===== src/rtl/cnt_pkg.sv =====
package cnt_pkg;
  localparam int XLEN = 32;
  localparam int AW   = 12;
  localparam logic [AW-1:0] A_CYC_LO = 12'hB00;
  localparam logic [AW-1:0] A_CYC_HI = 12'hB80;
  localparam logic [AW-1:0] A_RET_LO = 12'hB02;
  localparam logic [AW-1:0] A_RET_HI = 12'hB82;
  localparam logic [AW-1:0] A_STOP   = 12'h320;
  localparam int STOP_CYC_BIT = 0;
  localparam int STOP_RET_BIT = 2;

  typedef struct packed {
    logic cyc_lo;
    logic cyc_hi;
    logic ret_lo;
    logic ret_hi;
    logic stop;
  } wr_sel_t;
endpackage


===== src/rtl/cnt_pair.sv =====
module cnt_pair #(
  parameter int W = 64
) (
  input  logic           clk,
  input  logic           rst_n,
  input  logic           inc,
  input  logic           wr_lo,
  input  logic           wr_hi,
  input  logic [W/2-1:0] wdata,
  output logic [W-1:0]   value
);
  localparam int H = W / 2;

  logic [H-1:0] lo_q, hi_q, lo_base, hi_base, lo_nx, hi_nx;
  logic         carry;

  always_comb begin
    lo_base = wr_lo ? wdata : lo_q;
    hi_base = wr_hi ? wdata : hi_q;
    {carry, lo_nx} = {1'b0, lo_base} + {{H{1'b0}}, inc};
    hi_nx = hi_base + {{(H-1){1'b0}}, carry};
  end

  always_ff @(posedge clk or negedge rst_n) begin
    if (!rst_n) begin
      lo_q <= '0;
      hi_q <= '0;
    end else begin
      lo_q <= lo_nx;
      hi_q <= hi_nx;
    end
  end

  assign value = {hi_q, lo_q};

  AST_STEP_OR_HOLD: assert property (@(posedge clk) disable iff (!rst_n)
    (!wr_lo && !wr_hi) |=> value == $past(value) + {{(W-1){1'b0}}, $past(inc)});
  AST_FROZEN: assert property (@(posedge clk) disable iff (!rst_n)
    (!inc && !wr_lo && !wr_hi) |=> $stable(value));
  AST_WRITE_LO: assert property (@(posedge clk) disable iff (!rst_n)
    wr_lo |=> value[H-1:0] == $past(wdata) + {{(H-1){1'b0}}, $past(inc)});
endmodule


===== src/rtl/cnt_stop_reg.sv =====
module cnt_stop_reg #(
  parameter int XW = 32
) (
  input  logic          clk,
  input  logic          rst_n,
  input  logic          wr,
  input  logic [XW-1:0] wdata,
  output logic          stop_cyc,
  output logic          stop_ret
);
  import cnt_pkg::*;

  always_ff @(posedge clk or negedge rst_n) begin
    if (!rst_n) begin
      stop_cyc <= 1'b0;
      stop_ret <= 1'b0;
    end else if (wr) begin
      stop_cyc <= wdata[STOP_CYC_BIT];
      stop_ret <= wdata[STOP_RET_BIT];
    end
  end

  AST_STOP_KEEP: assert property (@(posedge clk) disable iff (!rst_n)
    !wr |=> $stable(stop_cyc) && $stable(stop_ret));
endmodule


===== src/rtl/cnt_rd_mux.sv =====
module cnt_rd_mux #(
  parameter int W  = 64,
  parameter int XW = 32
) (
  input  logic                  en,
  input  logic [cnt_pkg::AW-1:0] addr,
  input  logic [W-1:0]          cyc,
  input  logic [W-1:0]          ret,
  input  logic                  stop_cyc,
  input  logic                  stop_ret,
  output logic [XW-1:0]         rdata
);
  import cnt_pkg::*;
  localparam int H = W / 2;

  always_comb begin
    rdata = '0;
    if (en) begin
      unique case (addr)
        A_CYC_LO: rdata = cyc[H-1:0];
        A_CYC_HI: rdata = cyc[W-1:H];
        A_RET_LO: rdata = ret[H-1:0];
        A_RET_HI: rdata = ret[W-1:H];
        A_STOP: begin
          rdata[STOP_CYC_BIT] = stop_cyc;
          rdata[STOP_RET_BIT] = stop_ret;
        end
        default: rdata = '0;
      endcase
    end
  end

  always_comb begin
    if (en && addr == A_STOP)
      AST_STOP_RSV: assert (rdata[XW-1:3] == '0 && rdata[1] == 1'b0);
  end
endmodule


===== src/rtl/cyc_ret_counters.sv =====
module cyc_ret_counters (
  input  logic        clk,
  input  logic        rst_n,
  input  logic        csr_en,
  input  logic        csr_we,
  input  logic [11:0] csr_addr,
  input  logic [31:0] csr_wdata,
  output logic [31:0] csr_rdata,
  input  logic        retire,
  input  logic        dbg_halt
);
  import cnt_pkg::*;
  localparam int CW = 2 * XLEN;

  wr_sel_t       wsel;
  logic          wr_any;
  logic          stop_cyc, stop_ret;
  logic          inc_cyc, inc_ret;
  logic [CW-1:0] cyc_val, ret_val;

  assign wr_any = csr_en && csr_we;

  always_comb begin
    wsel = '0;
    if (wr_any) begin
      wsel.cyc_lo = (csr_addr == A_CYC_LO);
      wsel.cyc_hi = (csr_addr == A_CYC_HI);
      wsel.ret_lo = (csr_addr == A_RET_LO);
      wsel.ret_hi = (csr_addr == A_RET_HI);
      wsel.stop   = (csr_addr == A_STOP);
    end
  end

  assign inc_cyc = !stop_cyc && !dbg_halt;
  assign inc_ret = retire && !stop_ret && !dbg_halt;

  cnt_stop_reg #(.XW(XLEN)) u_stop (
    .clk(clk), .rst_n(rst_n), .wr(wsel.stop), .wdata(csr_wdata),
    .stop_cyc(stop_cyc), .stop_ret(stop_ret)
  );

  cnt_pair #(.W(CW)) u_cyc (
    .clk(clk), .rst_n(rst_n), .inc(inc_cyc), .wr_lo(wsel.cyc_lo),
    .wr_hi(wsel.cyc_hi), .wdata(csr_wdata), .value(cyc_val)
  );

  cnt_pair #(.W(CW)) u_ret (
    .clk(clk), .rst_n(rst_n), .inc(inc_ret), .wr_lo(wsel.ret_lo),
    .wr_hi(wsel.ret_hi), .wdata(csr_wdata), .value(ret_val)
  );

  cnt_rd_mux #(.W(CW), .XW(XLEN)) u_rd (
    .en(csr_en), .addr(csr_addr), .cyc(cyc_val), .ret(ret_val),
    .stop_cyc(stop_cyc), .stop_ret(stop_ret), .rdata(csr_rdata)
  );

  AST_DBG_FREEZE: assert property (@(posedge clk) disable iff (!rst_n)
    (dbg_halt && !wsel.cyc_lo && !wsel.cyc_hi && !wsel.ret_lo && !wsel.ret_hi)
    |=> $stable(cyc_val) && $stable(ret_val));
  AST_CYC_RUN: assert property (@(posedge clk) disable iff (!rst_n)
    (!dbg_halt && !stop_cyc && !wsel.cyc_lo && !wsel.cyc_hi)
    |=> cyc_val == $past(cyc_val) + 64'd1);
  AST_RET_IDLE: assert property (@(posedge clk) disable iff (!rst_n)
    (!retire && !wsel.ret_lo && !wsel.ret_hi) |=> $stable(ret_val));
  AST_NO_WR_IDLE: assert property (@(posedge clk) disable iff (!rst_n)
    !csr_en |=> $stable({stop_cyc, stop_ret}));
endmodule


===== config.mk =====
export PLATFORM = sky130hd
export DESIGN_NAME = cyc_ret_counters
export DESIGN_NICKNAME = d
export VERILOG_FILES = /design/src/rtl/cnt_pkg.sv /design/src/rtl/cnt_pair.sv /design/src/rtl/cnt_stop_reg.sv /design/src/rtl/cnt_rd_mux.sv /design/src/rtl/cyc_ret_counters.sv
export SDC_FILE = /design/constraint.sdc
export NUM_CORES = 1
export LEC_CHECK = 0
export BUFFER_PORTS_ARGS = -buffer_cell sky130_fd_sc_hd__buf_4
export CELL_PAD_IN_SITES_DETAIL_PLACEMENT = 0
export CELL_PAD_IN_SITES_GLOBAL_PLACEMENT = 2
export CORE_ASPECT_RATIO = 0.5
export CORE_UTILIZATION = 37
export CTS_CLUSTER_DIAMETER = 100
export DETAILED_ROUTE_END_ITERATION = 8
export PLACE_DENSITY = 0.86
export REMOVE_ABC_BUFFERS = 1
export SETUP_SLACK_MARGIN = 0.1
export SYNTH_ARGS = -nofsm -noshare
export SYNTH_HDL_FRONTEND = slang
export SYNTH_SLANG_ARGS = --single-unit

===== constraint.sdc =====
create_clock -name clk -period 5.36 [get_ports clk]
set_input_delay 0 -clock clk [delete_from_list [all_inputs] [get_ports clk]]
set_output_delay 0 -clock clk [all_outputs]
set_load 0.01 [all_outputs]

==> results of run 1 <==
-- metal layers --
layer | share of wire | global-route usage | up-vias
met5 | 0 | 0 | -
li1 | - | - | 4639
met2 | 0.44 | 0.452 | 442
met4 | 0.020 | 0.0960 | 0
met3 | 0.088 | 0.0819 | 58
met1 | 0.46 | 0.419 | 5072
-- power by group through the flow --
stage | Combinational (mW) | Sequential [mW] | Clock, mW
2_1_floorplan | 0.137 | 1.09 | 0
3_3_place_gp | 0.290 | 1.11 | 0
3_5_place_dp | 0.296 | 1.12 | 0
4_1_cts | 0.313 | 1.10 | 1.24
5_1_grt | 0.343 | 1.11 | 1.28
6_report | 0.316 | 1.10 | 1.23
-- layout by cell type, fill, tap and decap left out, types with 3 or more instances in the layout --
| master | netlist | layout |
|---|---|---|
| a22oi_1 | 62 | 62 |
| nor4b_1 | 4 | 4 |
| a21oi_1 | 69 | 69 |
| nand4_1 | 59 | 59 |
| xnor2_1 | 81 | 81 |
| and3_1 | 30 | 30 |
| mux2_2 | 3 | 3 |
| clkbuf_16 | 0 | 17 |
| dfrtp_1 | 130 | 130 |
| inv_1 | 6 | 6 |
| o211ai_1 | 5 | 5 |
| nor3b_1 | 4 | 4 |
| and2_1 | 12 | 12 |
| nand2_1 | 141 | 141 |
| o21a_1 | 9 | 9 |
| o31ai_1 | 3 | 3 |
| clkbuf_8 | 0 | 7 |
| nand3_1 | 99 | 98 |
| xor2_1 | 99 | 99 |
| nor2_1 | 77 | 72 |
| o2111ai_1 | 3 | 3 |
| o21ai_0 | 35 | 35 |
| dlygate4sd3_1 | 0 | 27 |
| nor2_2 | 0 | 5 |
| ha_1 | 9 | 8 |
| nor4_2 | 1 | 3 |
| or3_1 | 6 | 6 |
| a31oi_1 | 3 | 3 |
| buf_4 | 0 | 116 |
| nor3_1 | 32 | 31 |
| nor4_1 | 16 | 13 |
| and4_1 | 19 | 19 |
| mux2i_1 | 88 | 88 |
-- worst paths after layout --
kind,from,endpoint,slack [ps],depth (start not counted)
max in group asynchronous,rst_n,u_ret.lo_q[28],3800,3
worst max register to register,u_stop.stop_ret,u_ret.hi_q[28],970,17
worst max-delay path,csr_addr[11],u_cyc.hi_q[23],440,22
min in group asynchronous,rst_n,u_cyc.lo_q[5],170,2
worst min-delay path,csr_addr[10],u_stop.stop_ret,10,4
worst min register to register,u_stop.stop_ret,u_stop.stop_ret,550,1
-- state kept, by name, summed over array words and instances, names as in the netlist --
signal and count:
u_stop.stop_ret 1, u_cyc.hi_q 32, u_ret.lo_q 32, u_stop.stop_cyc 1, u_cyc.lo_q 32, u_ret.hi_q 32
-- area by class of cell --
class / count / area, sq um / share of cell area
multi-input combinational: 1010 / 6720 / 0.550
sequential: 130 / 3250 / 0.266
timing repair buffer: 144 / 1150 / 0.0944
clock buffer: 26 / 529 / 0.0433
tap: 374 / 468 / 0.0383
clock inverter: 4 / 70.1 / 0.00574
inverter: 6 / 22.5 / 0.00184
-- worst reg2reg max path, stage by stage, from the launching register on --
cell and delay (ps):
dfrtp_1 390, nor3b_1 280, ha_1 280, ha_1 260
buf_4 170, nand4_1 100, nor4_1 320, and3_1 240
nand3_1 80, a21boi_1 240, ha_1 320, ha_2 310
nand4_1 130, nor4_1 340, mux2i_1 290, a21oi_1 270
nand2_1 90, xor2_1 140
-- kinds of logic (layout without fill, tap and decap cells) --
family	Yosys count	count (layout)	synth area share
buf+inv	92	180	0.0354
compound gates	210	210	0.131
mux	91	91	0.0892
fa+ha+maj	9	9	0.0110
simple gates	520	520	0.262
flops	130	130	0.317
xor+xnor	180	180	0.154
-- timing repair --
item	4_1_cts	5_1_grt
gates resized for setup	0	9
hold endpoints to repair	139	0
endpoints found under the setup margin	0	19
hold buffers	27	0
-- metrics by stage --
stage               power, mW  setup slack [ps]  hold WS [ps]  area, sq um
floorplan                1.23             -2290          -296         9920
global placement         1.40               457          89.7        11300
detailed placement       1.41               173          95.7        11300
CTS                      2.66               326          1.52        12200
global route             2.74               115          28.3        12200
finish                   2.65               442          13.7        12200
==> run metrics, run 1 <==
final core occ 0.455; #FFs+latches synth 130; Slew Viols, Final 0; Layout fillers 2706; Power Dens Cells 217 nW/um^2; maximum clock rate 203 MHz; Synth area leader dfrtp_1; slowest CP cell or4_4; clock latency on the worst-skew pair 450 ps; critical path class in -> reg; actual slew at the worst max-slew pin 1410 ps; vias per std cell 6.03; Yosys warning count 0; RePlAce Congestion approximately 0.97; Total Routing Usage GR 0.301; routed wire length 41800 um; Die Y-Extent roughly 120 um; final hold vios 0; Die W 237 um; Max clock buf depth 2; Top FF cell, synth dfrtp_1; Synth cell types 61; starting density of the core 0.382; vias in the first global route 9975; Int Pwr 1.92 mW; minimum clock period 4920 ps; NetSw 0.727 mW; worst path arrival time between 5000 and 6000 ps; Slew HR 0.0505; number of antenna-violating nets in the routed design 0; Crit path buffers/inverters 3; sequential share of the synthesized area 0.317; Layout Cells excl Fill between 1500 and 2000; most common cell in the netlist nand2_1; initial DRC count between 1000 and 1500; CTS clk-pin slew, worst paths 60 ps; status finished clean; RSZ-0062 raised after global routing no; Worst setup EP type register; I/O Pins 82; Setup Total Neg Slack 0 ps; cts bufs inserted 17; synthesized instance count around 1200; root buf cell clkbuf_16; startpoint types input port; family with the most delay on the worst path simple AND/OR/NAND/NOR gates; core area roughly 27000 sq um; Gate power share 0.119; grt ovf 0; FFs w/ async S/R, synth 1.00; share of cells above drive strength 1 0.130; nets 1368; Crit path required time 5680 ps; Period Utilization, post-route 0.917; drc violations 0; placed insts 1637; Vias roughly 10000; Sink Count 130; largest net degree at the start of global routing ~70; Leak 4.89 nW; Final Skew 9.30 ps; CP max FO 4; hpwl dp 30500 um; Layout area overhead 19.1%; WL/cell 24.7 um; syn_area_per_cell 8.33 sq um; Clk pwr share 0.465; Max Cap Viol 0; initial antenna violation count 0; # port buffers 81; post-synth top area share 0.317; main area contributors after synthesis dfrtp_1 32%, mux2i_1 8.6%, xor2_1 8.5%; die area 28400 sq um; number of detailed-route iterations in the first pass 8; cells along the critical path dlygate4sd3_1, buf_4, or4b_4, nor4_4, nand2_1, nand2_1, ha_1, ha_1, nand4_1, nor2_2, nand4_1, o22ai_1, nand2_1, a21oi_1, buf_4, ha_1, and4_1, nand4_1, or4_4, a21oi_1, xnor2_1, mux2i_1; synth cell count leaders 141 x nand2_1, 130 x dfrtp_1, 99 x nand3_1, 99 x xor2_1, 88 x mux2i_1; worst hold path type in -> reg; first-pass GRT wire length around 64000 um; setup bufs post-CTS 0; worst vdd ir 255 uV; Post-synth EDFFs 0; CTS tree built; # setup viols final 0; Post-Syn Area 10300 sq um; antenna cell count 0; Net Sw Frac 0.274; sequential share of power 0.415; H-tree depth 4; Worst path max stage delay ~610 ps; row count 42
(Power assumes the default switching activity.)
==> run 2, diff against run 1 <==
--- a/config.mk
+++ b/config.mk
@@ -9,6 +9,7 @@
 export CELL_PAD_IN_SITES_DETAIL_PLACEMENT = 0
 export CELL_PAD_IN_SITES_GLOBAL_PLACEMENT = 2
 export CORE_ASPECT_RATIO = 0.5
+export CORE_MARGIN = 2
 export CORE_UTILIZATION = 37
 export CTS_CLUSTER_DIAMETER = 100
 export DETAILED_ROUTE_END_ITERATION = 8
==> run metrics, run 2 (synthesis gave the netlist of run 1 again) <==
nets 1369 (+0.073%); commonest cells after routing, fill and taps aside 141 x nand2_1, 130 x dfrtp_1, 115 x buf_4; CTS clk-pin slew, worst paths 60 ps (about the same); drc violations 0 (unchanged); Period Utilization, post-route 0.886 (-0.0313); family with the most delay on the worst path simple AND/OR/NAND/NOR gates; final hold vios 0 (unchanged); worst hold path type in -> reg; initial DRC count 1323 (+23%); slowest CP cell or4b_2; CP max FO 9 (+5); setup bufs post-CTS 0 (unchanged); initial antenna violation count 0 (unchanged); row count 43 (+2.4%); final core occ 0.441 (-0.0142); Power Dens Cells 207 nW/um^2 (-4.6%); Pwr Total 2.50 mW (-5.4%); vias per std cell 6.10 (+1.2%); # port buffers 81 (unchanged); worst vdd ir 240 uV (-6.0%); Layout Cells excl Fill 1703 (+0.53%); starting density of the core 0.373 (-0.00888); number of antenna-violating nets in the routed design 0 (unchanged); cts bufs inserted 17 (unchanged); Die Y-Extent 122 um (+1.7%); die area 29200 sq um (+2.5%); hpwl dp 30800 um (+0.87%); first-pass GRT wire length 64400 um (+0.70%); placed insts 1644 (+0.43%); share of cells above drive strength 1 0.123 (-0.00767); Layout area overhead 18.1%; antenna cell count 0 (unchanged); most common cell after layout, fill and taps aside nand2_1; grt ovf 0 (unchanged); startpoint types input port; minimum clock period 4750 ps (-168 ps); clock latency on the worst-skew pair 450 ps (about the same); critical path class in -> reg; largest net degree at the start of global routing 73 (+1.4%); Final Skew 8.53 ps (-0.771 ps); Slew HR 0.356 (+0.305); RSZ-0062 raised after global routing no; Slew Viols, Final 0 (unchanged); actual slew at the worst max-slew pin 965 ps (-446 ps); status finished clean; maximum clock rate 211 MHz (+3.5%); worst path arrival time 5050 ps (-190 ps); cells along the critical path buf_4, or4b_2, nor4_2, nand2_1, nand2_1, ha_1, ha_1, nand4_1, nor4_1, and3_1, nand3_1, a21boi_0, ha_1, buf_4, nand4_1, nor3_1, and3_1, o21ai_0, xor2_1, mux2i_1; vias in the first global route 9980 (+0.050%); Crit path buffers/inverters 2 (-1); I/O Pins 82 (unchanged); root buf cell clkbuf_16; most used cell, CP ha_1; Vias 10400 (+1.8%); RePlAce Congestion 0.970 (+0.25%); # setup viols final 0 (unchanged); Leak 4.84 nW (-1.0%); Total Routing Usage GR 0.299 (-0.00238); Crit path required time 5660 ps (-20 ps); core area 27500 sq um (+2.4%); routed wire length 42700 um (+2.1%); Sink Count 130 (unchanged); WL/cell 25.1 um (+1.6%); Die W 239 um (+0.84%); Worst path max stage delay 710 ps (+100 ps); Max clock buf depth 2 (unchanged); H-tree depth 4 (unchanged); number of detailed-route iterations in the first pass 5 (-3); Worst setup EP type register; Max Cap Viol 0 (unchanged); CTS tree built
## run 2: cell count changes in the layout (fill, tap and decap cells not counted), sizes merged
cell         change
clkinvlp         +1
bufinv           -2
clkinv           +3
buf              -1
clkbuf           -2
dlygate4sd3      +2
## run 2: report_power, final
| part | total, mW | switching [mW] | internal (mW) |
|---|---|---|---|
| Combinational | 0.321 | 0.195 | 0.126 |
| Sequential | 1.10 | 0.0652 | 1.03 |
| Clock | 1.09 | 0.470 | 0.617 |
## run 2: worst paths after layout
check,startpoint,endpoint,slack [ps],cells after the start
setup / recovery,csr_addr[0],u_ret.hi_q[17],610,20
hold / removal,csr_addr[11],u_stop.stop_cyc,10,4
setup reg to reg,u_stop.stop_ret,u_ret.hi_q[17],840,16
hold reg to reg,u_stop.stop_cyc,u_stop.stop_cyc,560,1
max in group asynchronous,rst_n,u_ret.lo_q[23],3870,3
min in group asynchronous,rst_n,u_ret.lo_q[7],140,2
## run 2: cell type report
type	count	area [sq um]
timing repair buffer	145	1160
multi-input combinational	1010	6680
inverter	6	22.5
clock inverter	6	32.5
tap	382	478
clock buffer	24	482
sequential	130	3250
fill	2766	15400
## run 2: worst register-to-register path: cells and delay by family, from the launching register on
family	cells	cell delay (ps)
compound gates	2	480
xor+xnor	1	180
fa+ha+maj	3	790
buf+inv	1	150
flops	1	390
mux	1	90
simple gates	8	2300
## run 2: metrics by stage
stage / TNS (ps) / cell area [sq um] / hold WS [ps] / worst slack [ps]
2_1_floorplan: -65350 / 9920 / -296 / -2290
3_3_place_gp: 0 / 11300 / 84.4 / 547
3_5_place_dp: 0 / 11300 / 91.0 / 336
4_1_cts: 0 / 12100 / 4.23 / 806
5_1_grt: 0 / 12100 / 11.2 / 322
6_report: 0 / 12100 / 14.0 / 610
## run 2: metal layers
layer / vias up / track usage / part of all wire
met4: 0 / 0.0949 / 0.026
li1: 4631 / - / -
met5: - / 0 / 0
met1: 5141 / 0.422 / 0.45
met2: 553 / 0.455 / 0.44
met3: 66 / 0.0666 / 0.089
## run 2: what timing repair did
action | in CTS | in global routing
endpoints found under the hold margin | 152 | 0
hold buffers | 29 | 0
resized for setup | 0 | 0
